<file path="src/rtl/rxq_pkg.sv">
package rxq_pkg;

  typedef enum logic [1:0] {
    THR_1  = 2'd0,
    THR_4  = 2'd1,
    THR_8  = 2'd2,
    THR_14 = 2'd3
  } thr_code_e;

  // Map a threshold code to a byte level.
  function automatic int unsigned thr_level(input logic [1:0] code);
    case (thr_code_e'(code))
      THR_1:   thr_level = 1;
      THR_4:   thr_level = 4;
      THR_8:   thr_level = 8;
      default: thr_level = 14;
    endcase
  endfunction

endpackage

</file>
<file path="src/rtl/rxq_store.sv">
module rxq_store #(
  parameter int DW    = 8,
  parameter int DEPTH = 16,
  parameter int AW    = $clog2(DEPTH)
) (
  input  logic          clk,
  input  logic          rst,
  input  logic          we,
  input  logic [AW-1:0] waddr,
  input  logic [DW-1:0] wdata,
  input  logic          re,
  input  logic [AW-1:0] raddr,
  input  logic          zero,
  output logic [DW-1:0] q
);

  logic [DW-1:0] mem [DEPTH];

  // Write port: no reset, so the array maps onto block RAM.
  always_ff @(posedge clk) begin
    if (we) mem[waddr] <= wdata;
  end

  // Registered read port; an empty read loads zero instead.
  always_ff @(posedge clk) begin
    if (rst)       q <= '0;
    else if (re)   q <= mem[raddr];
    else if (zero) q <= '0;
  end

endmodule

</file>
<file path="src/rtl/rxq_ptrs.sv">
module rxq_ptrs #(
  parameter int DEPTH = 16,
  parameter int AW    = $clog2(DEPTH),
  parameter int CW    = $clog2(DEPTH + 1)
) (
  input  logic          clk,
  input  logic          rst,
  input  logic          flush,
  input  logic          push,
  input  logic          pop,
  output logic [AW-1:0] wptr,
  output logic [AW-1:0] rptr,
  output logic [CW-1:0] cnt,
  output logic [CW-1:0] nxt_cnt
);

  localparam logic [AW-1:0] LAST = AW'(DEPTH - 1);
  localparam logic [CW-1:0] CAP  = CW'(DEPTH);

  function automatic logic [AW-1:0] step(input logic [AW-1:0] p);
    step = (p == LAST) ? '0 : p + 1'b1;
  endfunction

  always_comb begin
    if (flush) nxt_cnt = '0;
    else       nxt_cnt = cnt + CW'(push) - CW'(pop);
  end

  always_ff @(posedge clk) begin
    if (rst || flush) begin
      wptr <= '0;
      rptr <= '0;
      cnt  <= '0;
    end else begin
      if (push) wptr <= step(wptr);
      if (pop)  rptr <= step(rptr);
      cnt <= nxt_cnt;
    end
  end


  cnt_bound_chk: assert property (@(posedge clk) disable iff (rst) cnt <= CAP);

  flush_zero_chk: assert property (@(posedge clk) disable iff (rst) flush |=> (cnt == '0));

endmodule

</file>
<file path="src/rtl/rxq_flags.sv">
module rxq_flags #(
  parameter int CW = 5
) (
  input  logic          clk,
  input  logic          rst,
  input  logic          tick,
  input  logic          arrive,
  input  logic          push,
  input  logic          drop,
  input  logic          pop,
  input  logic          pop_clr,
  input  logic          flush,
  input  logic          ovr_clr,
  input  logic [CW-1:0] thr,
  input  logic [CW-1:0] nxt_cnt,
  output logic          thr_f,
  output logic          idle_f,
  output logic          ovr_f,
  output logic          dma
);

  logic last_arr;
  logic reach, idle_set, rel_thr, rel_idle;

  always_comb begin
    reach    = push && (nxt_cnt >= thr);
    idle_set = tick && !arrive && !last_arr && (nxt_cnt != '0) &&
               (nxt_cnt < thr) && !idle_f;
    rel_thr  = pop && pop_clr && (nxt_cnt < thr);
    rel_idle = pop && pop_clr && (nxt_cnt == '0);
  end

  always_ff @(posedge clk) begin
    if (rst) begin
      last_arr <= 1'b0;
      thr_f    <= 1'b0;
      idle_f   <= 1'b0;
      ovr_f    <= 1'b0;
      dma      <= 1'b0;
    end else begin
      if (tick) last_arr <= arrive;
      dma <= !flush && (reach || idle_set);
      if (flush) begin
        thr_f  <= 1'b0;
        idle_f <= 1'b0;
      end else begin
        if (reach)        thr_f <= 1'b1;
        else if (rel_thr) thr_f <= 1'b0;
        if (rel_idle)      idle_f <= 1'b0;
        else if (idle_set) idle_f <= 1'b1;
      end
      if (drop)         ovr_f <= 1'b1;
      else if (ovr_clr) ovr_f <= 1'b0;
    end
  end


  reach_flag_chk: assert property (@(posedge clk) disable iff (rst)
    (push && !flush && nxt_cnt >= thr) |=> (thr_f && dma));

  ovr_hold_chk: assert property (@(posedge clk) disable iff (rst)
    (ovr_f && !ovr_clr) |=> ovr_f);

  idle_rise_chk: assert property (@(posedge clk) disable iff (rst)
    $rose(idle_f) |-> ($past(tick) && !$past(arrive)));

endmodule

</file>
<file path="src/rtl/rx_byte_queue.sv">
module rx_byte_queue #(
  parameter int DW    = 8,
  parameter int DEPTH = 16,
  localparam int AW   = $clog2(DEPTH),
  localparam int CW   = $clog2(DEPTH + 1)
) (
  input  logic          clk,
  input  logic          rst,
  input  logic          rx_en,
  input  logic          frame_tick,
  input  logic          rx_valid,
  input  logic [DW-1:0] rx_data,
  input  logic          rd_req,
  input  logic          rd_clr,
  input  logic [1:0]    thr_sel,
  input  logic          q_flush,
  input  logic          ovr_clr,
  input  logic          rx_ie,
  input  logic          err_ie,
  output logic [DW-1:0] rd_data,
  output logic [CW-1:0] fill_cnt,
  output logic          thr_flag,
  output logic          idle_flag,
  output logic          ovr_flag,
  output logic          dma_req,
  output logic          rx_irq,
  output logic          err_irq
);

  import rxq_pkg::*;

  localparam logic [CW-1:0] CAP = CW'(DEPTH);

  logic          offer, full, empty, push_w, drop_w, pop_w;
  logic [AW-1:0] wptr, rptr;
  logic [CW-1:0] nxt_cnt, thr;

  always_comb begin
    full   = (fill_cnt == CAP);
    empty  = (fill_cnt == '0);
    offer  = frame_tick && rx_valid && rx_en && !ovr_flag && !q_flush;
    push_w = offer && !full;
    drop_w = offer && full;
    pop_w  = rd_req && !empty && !q_flush;
    thr    = CW'(thr_level(thr_sel));
    rx_irq  = rx_ie && (thr_flag || idle_flag);
    err_irq = err_ie && ovr_flag;
  end

  rxq_ptrs #(.DEPTH(DEPTH), .AW(AW), .CW(CW)) u_ptrs (
    .clk(clk), .rst(rst), .flush(q_flush), .push(push_w), .pop(pop_w),
    .wptr(wptr), .rptr(rptr), .cnt(fill_cnt), .nxt_cnt(nxt_cnt)
  );

  rxq_store #(.DW(DW), .DEPTH(DEPTH), .AW(AW)) u_store (
    .clk(clk), .rst(rst), .we(push_w), .waddr(wptr), .wdata(rx_data),
    .re(pop_w), .raddr(rptr), .zero(rd_req && empty), .q(rd_data)
  );

  rxq_flags #(.CW(CW)) u_flags (
    .clk(clk), .rst(rst), .tick(frame_tick), .arrive(offer),
    .push(push_w), .drop(drop_w), .pop(pop_w), .pop_clr(rd_clr),
    .flush(q_flush), .ovr_clr(ovr_clr), .thr(thr), .nxt_cnt(nxt_cnt),
    .thr_f(thr_flag), .idle_f(idle_flag), .ovr_f(ovr_flag), .dma(dma_req)
  );


  rx_gate_chk: assert property (@(posedge clk) disable iff (rst)
    (!rx_en && !rd_req && !q_flush) |=> $stable(fill_cnt));

  empty_read_chk: assert property (@(posedge clk) disable iff (rst)
    (rd_req && empty && !q_flush && !frame_tick) |=> (rd_data == '0 && $stable(thr_flag)));

endmodule

</file>
<file path="config.mk">
export PLATFORM = sky130hd
export DESIGN_NAME = rx_byte_queue
export DESIGN_NICKNAME = d
export VERILOG_FILES = /design/src/rtl/rxq_pkg.sv /design/src/rtl/rxq_store.sv /design/src/rtl/rxq_ptrs.sv /design/src/rtl/rxq_flags.sv /design/src/rtl/rx_byte_queue.sv
export SDC_FILE = /design/constraint.sdc
export NUM_CORES = 1
export LEC_CHECK = 0
export ABC_AREA = 1
export BUFFER_PORTS_ARGS = -buffer_cell sky130_fd_sc_hd__buf_2
export CAP_MARGIN = 20
export CORE_MARGIN = 2
export CORE_UTILIZATION = 40
export DETAILED_ROUTE_END_ITERATION = 8
export PLACE_DENSITY = 0.66
export SKIP_LAST_GASP = 1
export SYNTH_ARGS = -nofsm -noshare
export SYNTH_HDL_FRONTEND = slang
export SYNTH_SLANG_ARGS = --single-unit
</file>
<file path="constraint.sdc">
create_clock -name clk -period 3.4 [get_ports clk]
set_input_delay 0.68 -clock clk [delete_from_list [all_inputs] [get_ports clk]]
set_output_delay 0.68 -clock clk [all_outputs]
set_load 0.03 [all_outputs]
</file>
**Word-level counts from Yosys, hierarchy flattened**

Memories as Yosys holds them, arrays and structs flattened. A register that Yosys moved wholly into a read port is not among the register bits.
Cells that the tools add are included.

- Memories: 1
- Bits in writable memories: 128
- Flip-flop bits (word level): 26

Memory list:

| name | words | width | read ports | clocked after Yosys merged registers in | wr ports | line | text |
|---|---|---|---|---|---|---|---|
| u_store.mem | 16 | 8 | 1 | 1 | 1 | rxq_store.sv:17 | `logic [DW-1:0] mem [DEPTH];` |

- Eq/ne operators: 5
- Muxes and demuxes: 14
- Reduce and logical (&&, ||, !) cells: 40
- $add $sub $neg: 4
- Magnitude comparators: 2

Operator list:

| kind | count |
|---|---|
| $logic_and A1 B1 Y1 | 21 |
| $mux W4 | 4 |
| $mux W8 | 2 |
| $pmux W4 S3 | 1 |
| $logic_not A5 Y1 | 2 |
| $add A4 B1 Y4 const B | 2 |
| $eq A4 B4 Y1 const B | 2 |
| $logic_not A1 Y1 | 7 |
| $mux W1 | 6 |
| $reduce_bool A2 Y1 | 3 |
| $add A5 B1 Y5 | 1 |
| $eq A5 B5 Y1 const B | 1 |
| $ge A5 B4 Y1 | 1 |
| $lt A5 B4 Y1 | 1 |
| $mux W5 | 1 |
| $reduce_bool A5 Y1 | 1 |
| $sub A5 B1 Y5 | 1 |
| $logic_or A1 B1 Y1 | 3 |
| $reduce_or A3 Y1 | 1 |
| $eq A2 B1 Y1 const B | 1 |
| $eq A2 B2 Y1 const B | 1 |
| $logic_not A2 Y1 | 1 |
| $reduce_or A2 Y1 | 1 |

**Logic depth before layout (Yosys ltp)**

Gate-level depths: netlist of run 1.

- Depth in word-level cells: 14
- Depth in mapped cells: 23
- Gate-level depth less buffers: 22

**Cells and area by module**

Synthesis of run 1 repeated with hierarchy kept, for this count alone.

- Cell total of the unflattened synthesis: 762
- Area, all modules: 7191.9 µm²

By module, submodules not included:

| module | area an instance (µm²) | seq. area each (µm²) | cells each | instances |
|---|---|---|---|---|
| rxq_store | 5972.0 | 4003.8 | 578 | 1 |
| rxq_ptrs | 723.2 | 260.2 | 99 | 1 |
| rxq_flags | 369.1 | 100.1 | 56 | 1 |
| rx_byte_queue | 127.6 | 0.0 | 29 | 1 |

**Worst setup path before layout of run 1**

OpenSTA, ideal clock, no wires.

- Path type: reg-to-reg
- Start: register u_ptrs.cnt[3]
- End: register u_flags.dma
- Cell stages (with the launch flop): 24
- Setup slack: 0.102 ns
- Required time: 3.330 ns
- Clock period less this slack: 3.298 ns
- Arrival time: 3.228 ns
- Path through: dfxtp_1 inv_1 ha_1 nand3_1 nand3_1 inv_1 buf_4 ha_1 inv_1 ha_1 fa_1 nand2_1 nand2_1 nor2_1 ha_1 nand2_1 nand2_1 nand2_1 nand2_1 a21oi_1 nand2_1 nor2_1 nand2_1 a21oi_1

- Longest elaborated chain between the ends: 12
- Elaborated cells between the ends (all ways): 19
- Those cells by class: 2 x add/sub; 2 x order compare; 1 x eq/ne; 1 x mux; 13 x reduce/logical

Ends and longest elaborated chain:

| what | line | text |
|---|---|---|
| start: declaration | rxq_ptrs.sv:13 | `output logic [CW-1:0] cnt,` |
| start signal: assignment | rxq_ptrs.sv:37 | `cnt <= nxt_cnt;` |
| $logic_not A5 Y1 * | rx_byte_queue.sv:40 | `empty = (fill_cnt == '0);` |
| $logic_not A1 Y1 * | rx_byte_queue.sv:44 | `pop_w = rd_req && !empty && !q_flush;` |
| $logic_and A1 B1 Y1 * (2 in a row) | rx_byte_queue.sv:44 |  |
| via pop_w | rx_byte_queue.sv:34 | `logic offer, full, empty, push_w, drop_w, pop_w;` |
| $sub A5 B1 Y5 * | rxq_ptrs.sv:26 | `else nxt_cnt = cnt + CW'(push) - CW'(pop);` |
| $mux W5 * | rxq_ptrs.sv:25 | `if (flush) nxt_cnt = '0;` |
| via nxt_cnt[2] | rx_byte_queue.sv:36 | `logic [CW-1:0] nxt_cnt, thr;` |
| branches (longest 4 deep; another with $lt A5 B4 Y1) | n/a |  |
| $logic_or A1 B1 Y1 * | rxq_flags.sv:42 | `dma <= !flush && (reach \|\| idle_set);` |
| $logic_and A1 B1 Y1 * | rxq_flags.sv:42 |  |
| end signal: assignment | rxq_flags.sv:42 |  |
| end: declaration | rxq_flags.sv:19 | `output logic dma` |

Mark *: on every way through the listed nets, which the timed path passes.
A chain may end at the register's enable or synchronous reset.

**Worst setup path after layout of run 1**

- Start: register u_ptrs.cnt[3]
- End: register u_flags.idle_f

- Longest elaborated chain between the ends: 10
- Elaborated cells between the ends (all ways): 19
- Those cells by class: 2 x add/sub; 1 x order compare; 1 x eq/ne; 1 x mux; 14 x reduce/logical

Ends and longest elaborated chain:

| what | line | text |
|---|---|---|
| $eq A5 B5 Y1 or $logic_not A5 Y1 (tied branches) | rx_byte_queue.sv:39, rx_byte_queue.sv:40 |  |
| $logic_not A1 Y1 (on tied branches) | rx_byte_queue.sv:42, rx_byte_queue.sv:44 |  |
| $logic_and A1 B1 Y1 (on tied branches) | rx_byte_queue.sv:42, rx_byte_queue.sv:44 |  |
| $add A5 B1 Y5 or $logic_and A1 B1 Y1 (tied branches) | rxq_ptrs.sv:26, rx_byte_queue.sv:44 |  |
| $sub A5 B1 Y5 * | rxq_ptrs.sv:26 |  |
| $mux W5 * | rxq_ptrs.sv:25 |  |
| via nxt_cnt[1] | rx_byte_queue.sv:36 |  |
| branches (longest 4 deep; another with $lt A5 B4 Y1) | n/a |  |
| end signal: assignment | rxq_flags.sv:37 | `idle_f <= 1'b0;` |
| end signal: assignment | rxq_flags.sv:45 | `idle_f <= 1'b0;` |
| end signal: assignment | rxq_flags.sv:49 | `if (rel_idle) idle_f <= 1'b0;` |
| end: declaration | rxq_flags.sv:17 | `output logic idle_f,` |

Marks and branches as above.

==> results of run 1 <==
final timing paths:
| check | startpoint | to | cells past startpoint |
|---|---|---|---|
| setup reg to reg | u_ptrs.cnt[3] | u_flags.idle_f | 18 |
| hold reg to reg | u_store.q[2] | u_store.q[2] | 2 |
| hold / removal | u_store.q[2] | u_store.q[2] | 2 |
| setup / recovery | u_ptrs.cnt[3] | u_flags.idle_f | 18 |
per-stage QoR:
stage | util (%) | setup slack [ns] | cell area (um2) | setup TNS [ns]
2_1_floorplan | - | 0.102 | 6680 | 0
3_3_place_gp | 43.0 | 0.192 | 7090 | 0
3_5_place_dp | 43.0 | 0.0345 | 7090 | 0
4_1_cts | 46.6 | 0.114 | 7680 | 0
5_1_grt | 46.8 | -0.0130 | 7700 | -0.0130
6_report | 46.8 | 0.219 | 7700 | 0
report_power, final:
part	internal [mW]	switching, mW	total [mW]
Clock	1.15	0.740	1.89
Combinational	0.0810	0.181	0.262
Sequential	2.10	0.00879	2.11
layout make-up:
class                           instances  share of cell area, %
Clock buffer                           17                   5.52
Clock inverter                         15                   2.21
Timing Repair Buffer                   53                   3.90
Tap cell                              220                   3.57
Multi-Input combinational cell        406                   25.2
Sequential cell                       158                   57.7
Inverter                               38                   1.85
cell usage after synthesis:
cell and number:
a211oi_1 1, a21oi_1 19, and3_1 1, buf_2 15, buf_4 4, buf_6 5
clkbuf_1 3, dfxtp_1 30, edfxtp_1 128, fa_1 1, ha_1 15, inv_1 36
inv_2 2, nand2_1 178, nand3_1 137, nand3_2 1, nand4_1 2, nor2_1 37
nor2_2 1, nor2_4 1, nor3_1 2, o21a_1 1, o21ai_0 5, o21ai_1 1
o21ba_2 1, or2_2 1, xor2_1 1
kinds of logic after synthesis:
kind of cell | after synthesis | synth area share [%]
AND/OR/NAND/NOR | 361 | 23.3
flip-flops | 158 | 66.5
buffers and inverters | 65 | 4.72
AO/OA/AOI/OAI | 28 | 2.25
adder cells (fa/ha/maj) | 16 | 3.11
XOR/XNOR | 1 | 0.131
worst reg2reg max path, cell delays in order, from the launching register on:
cell	delay [ns]
dfxtp_1	0.33
inv_1	0.10
ha_2	0.19
nand3_1	0.12
nand3_2	0.10
inv_1	0.06
ha_1	0.27
inv_1	0.04
ha_1	0.21
fa_2	0.54
inv_1	0.06
nor2_1	0.10
ha_1	0.23
and3_1	0.19
a21oi_2	0.17
nand2_1	0.07
nor2_1	0.13
nand2_1	0.08
a21oi_1	0.12
sequential cells by signal, indices dropped and copies added (netlist names), named ones only:
register and count:
u_ptrs.cnt 5, u_store.q 8, u_flags.last_arr 1, u_flags.dma 1, u_store.mem 128, u_flags.ovr_f 1, u_flags.thr_f 1, u_ptrs.rptr 4
u_flags.idle_f 1, u_ptrs.wptr 4
metal layers:
layer,GRT usage (%),vias to the layer above,share of wire (%)
met5,0,-,0
met4,6.62,0,2.0
met3,3.04,24,5.3
met2,28.1,145,49
met1,23.5,2126,44
li1,-,2251,-
timing repair:
item	4_1_cts	5_1_grt
gates resized for setup	0	6
endpoints found under the setup margin	0	3
buffers inserted	0	0
endpoints found under the hold margin	0	0
==> flow_metrics.tcl, run 1 <==
set metrics [dict create \
    fin_crit_sh_pct 93.5 \
    ir_drop_mv 0.348 \
    numPlacedInstances 875 \
    crit_chain "inv_1 > ha_2 > nand3_1 > nand3_2 > inv_1 > ha_1 > inv_1 > ha_1 > fa_2 > inv_1 > nor2_1 > ha_1 > and3_1 > a21oi_2 > nand2_1 > nor2_1 > nand2_1 > a21oi_1" \
    ant_nets 0 \
    crit_fanout 3 \
    crit_path_start_kind "flip-flop" \
    io_pins 40 \
    synth_top_cell_by_area "edfxtp_1" \
    dieArea_um2 17800 \
    power_density_nw_per_um2 554 \
    yosys.area.top_type_share_pct 57.5 \
    holdWs_ns 0.474 \
    grt_remaining_overflow 0 \
    synth_seq_cells 158 \
    cpPeakStageDelay_ns 0.54 \
    hpwlAfterDp_um 9750 \
    clock_latency_ns 0.42 \
    grt_pass1_vias 4353 \
    cts_inserted_buffers 17 \
    die_h_um 133 \
    wl_per_cell_um 16.5 \
    cts_buffer_depth 2 \
    syn_avg_cell_area_um2 10.6 \
    setup_viol 0 \
    drtIter0Drc 461 \
    drc 0 \
    min_path_type "reg -> reg" \
    synthCells 629 \
    critPathArrivalTime_ns 3.53 \
    antennaDiodeCount 0 \
    ys_warn_count 0 \
    drv_cap 0 \
    viasPerCell 5.01 \
    layout_common_cells "177 x nand2_1, 136 x nand3_1, 128 x edfxtp_1" \
    antenna_found_initial 0 \
    fin_cells 907 \
    ys_seq_area_share_pct 66.5 \
    grt_usage_pct 17.3 \
    first_pass_iters 6 \
    cpMaxStageDelayCell "fa_2" \
    path_clk_slew_ns 0.06 \
    numPortBuffers 39 \
    crit_top_cell "inv_1" \
    area_growth_pct 15.2 \
    cellLeakagePower_nw 2.89 \
    path_class "reg -> reg" \
    syn_nets 666 \
    maxSlewHeadroom_pct 42.3 \
    rows 47 \
    start_util_pct 40.6 \
    core_um2 16500 \
    cts_num_sinks 158 \
    synth_area_leaders "edfxtp_1 58%, nand3_1 10%, nand2_1 10%" \
    worst_slew_pin_slew_ns 0.866 \
    n_fill_cell 1515 \
    grt_pass1_wl_um 23500 \
    drive_gt1_share_pct 14.0 \
    routed-via-count 4546 \
    yosysUniqueCellTypes 27 \
    cts_root_buffer "clkbuf_16" \
    fmax_ghz 0.314 \
    final.min_clock_period_ns 3.18 \
    hold_violations 0 \
    place_congestion 0.785 \
    cp-end-kind "flip-flop" \
    drv_slew 0 \
    ctsHoldBuffers 0 \
    mappedNetlistArea_um2 6680 \
    grt_max_degree 65 \
    dieWidth_um 133 \
    multiInputGateArea_um2 1940 \
    cp_top_family "adder cells" \
    nets 711 \
    setup.reg_to_reg.worst_slack_ns 0.22 \
    power_mw 4.26 \
    cts_htree_levels 4 \
    layout_commonest_cell "nand2_1" \
    regArea_um2 4450 \
    finClkSkew_ns 0.00701 \
    status "finished clean" \
    critPathBufInv 4 \
    cts_tree "built" \
    cp.required_ns 3.75 \
    drt-total-wl_um 14900 \
]
Note: power is estimated with default switching activity, not from simulation.
==> inputs of run 2 (changes only) <==
--- a/config.mk
+++ b/config.mk
@@ -8,10 +8,10 @@
 export ABC_AREA = 1
 export BUFFER_PORTS_ARGS = -buffer_cell sky130_fd_sc_hd__buf_2
 export CAP_MARGIN = 20
+export CORE_ASPECT_RATIO = 1.2
 export CORE_MARGIN = 2
 export CORE_UTILIZATION = 40
 export DETAILED_ROUTE_END_ITERATION = 8
-export PLACE_DENSITY = 0.66
 export SKIP_LAST_GASP = 1
 export SYNTH_ARGS = -nofsm -noshare
 export SYNTH_HDL_FRONTEND = slang
==> flow_metrics.tcl, run 2 (same netlist as run 1, synthesis figures left out) <==
set metrics [dict create \
    status "finished clean" \
    area_growth_pct 15.1 \
    grt_max_degree 65 \
    grt_remaining_overflow 0 \
    core_um2 16300 \
    ir_drop_mv 0.328 \
    cts_root_buffer "clkbuf_16" \
    final_cell_area_um2 7690 \
    nets 714 \
    grt_pass1_wl_um 24700 \
    top_regs "u_store.mem x128, u_store.q x8, u_ptrs.cnt x5" \
    viasPerCell 5.19 \
    cp.required_ns 3.75 \
    drt-total-wl_um 15800 \
    dieArea_um2 17800 \
    cellLeakagePower_nw 2.91 \
    fin_crit_sh_pct 90.7 \
    drc 0 \
    clock_latency_ns 0.42 \
    first_pass_iters 6 \
    reg2reg_depth 22 \
    ant_nets 0 \
    cp-startpoint "u_ptrs.cnt[3]" \
    place_congestion 0.820 \
    dieWidth_um 122 \
    dpl-instance-area_um2 7100 \
    ctsHoldBuffers 0 \
    fin_util_pct 47.3 \
    layout_common_cells "178 x nand2_1, 135 x nand3_1, 128 x edfxtp_1" \
    reg2reg_to "u_flags.dma" \
    setup.reg_to_reg.worst_slack_ns 0.32 \
    cts_inserted_buffers 17 \
    io_pins 40 \
    drive_gt1_share_pct 14.6 \
    rows 51 \
    drv_cap 0 \
    finClkSkew_ns 0.0131 \
    power_density_nw_per_um2 542 \
    cp-endpoint "u_flags.dma" \
    post_cts.repair.setup_buffers 0 \
    crit_fanout 3 \
    grt_usage_pct 18.5 \
    drv_slew 0 \
    cts_htree_levels 4 \
    grt_pass1_vias 4378 \
    start_util_pct 41.1 \
    path_clk_slew_ns 0.06 \
    min_path_type "reg -> reg" \
    rsz0062_at_grt "no" \
    maxSlewHeadroom_pct 41.5 \
    worst_slew_pin_slew_ns 0.874 \
    tns_ns 0 \
    hpwlAfterDp_um 9880 \
    antenna_found_initial 0 \
    final.min_clock_period_ns 3.08 \
    crit_path_start_kind "flip-flop" \
    hold_violations 0 \
    layout_commonest_cell "nand2_1" \
    numPortBuffers 39 \
    cts_buffer_depth 2 \
    fmax_ghz 0.324 \
    worst_slack_ns 0.315 \
    drtIter0Drc 432 \
    routed-via-count 4685 \
    path_class "reg -> reg" \
    die_h_um 146 \
    cts_tree "built" \
    antennaDiodeCount 0 \
    largest_reg_flops 128 \
    regMostFlops "u_store.mem" \
    wl_per_cell_um 17.6 \
    setup_viol 0 \
    cp-end-kind "flip-flop" \
    rr_startpoint "u_ptrs.cnt[3]" \
    critPathArrivalTime_ns 3.43 \
    place_ws_ns 0.0857 \
    cts_num_sinks 158 \
]
-- run 2: cell count changes in the layout (fill, tap and decap cells not counted), moves of 2 or more --
cell,delta
buf_4,+3
bufinv_16,-2
clkinv_1,-3
clkinv_2,+2
inv_6,+3
-- run 2: cell type report --
type,count,area (um2)
Timing Repair Buffer,56,323
Fill cell,1478,8580
Sequential cell,158,4450
Clock buffer,17,425
Clock inverter,15,136
Inverter,38,143
Multi-Input combinational cell,406,1950
Tap cell,212,265
-- run 2: worst min path at each step --
stage                        start      endpoint  slack (ns)  cells past startpoint
CTS                   u_store.q[6]  u_store.q[6]        0.47                      2
finish                u_store.q[4]  u_store.q[4]        0.47                      2
global placement      u_store.q[6]  u_store.q[6]        0.46                      2
detailed placement    u_store.q[6]  u_store.q[6]        0.46                      2
floorplan           u_ptrs.rptr[2]     flip-flop        0.45                      2
global route          u_store.q[4]  u_store.q[4]        0.48                      2
-- run 2: per-layer routing --
layer / routed length [um] / track usage (%) / up-vias
li1: - / - / 2255
met1: 6530 / 23.8 / 2265
met2: 8200 / 31.5 / 145
met3: 869 / 3.53 / 20
met4: 228 / 5.80 / 0
met5: 0 / 0 / -
-- run 2: what timing repair did --
action,in CTS,in global routing
gates resized for setup,0,6
endpoints found under the hold margin,0,0
setup endpoints to repair,0,3
-- run 2: through the flow --
stage	power, mW	cells	hold WS (ns)
final	4.17	902	0.470
after global routing	4.31	902	0.484
after CTS	4.19	902	0.470
after detailed placement	2.40	870	0.460
after global placement	2.40	870	0.455
after floorplan	2.31	629	0.447
-- run 2: where the power goes --
group	internal (mW)	switching, mW
clock network	1.02	0.783
logic	0.0805	0.179
registers	2.10	0.00890
total	3.20	0.971
-- run 2: critical path, cell delays in order, from the launching register on --
cell,delay (ns)
dfxtp_1,0.32
inv_1,0.13
ha_4,0.15
nand3_2,0.09
nand3_2,0.08
inv_1,0.05
ha_1,0.26
inv_1,0.04
ha_1,0.20
fa_1,0.42
nand2_1,0.11
nand2_1,0.08
nor2_2,0.11
ha_1,0.25
nand2_1,0.06
nand2_1,0.04
nand2_1,0.05
nand2_1,0.05
a21oi_2,0.15
nand2_1,0.07
nor2_1,0.09
nand2_1,0.07
a21oi_1,0.13
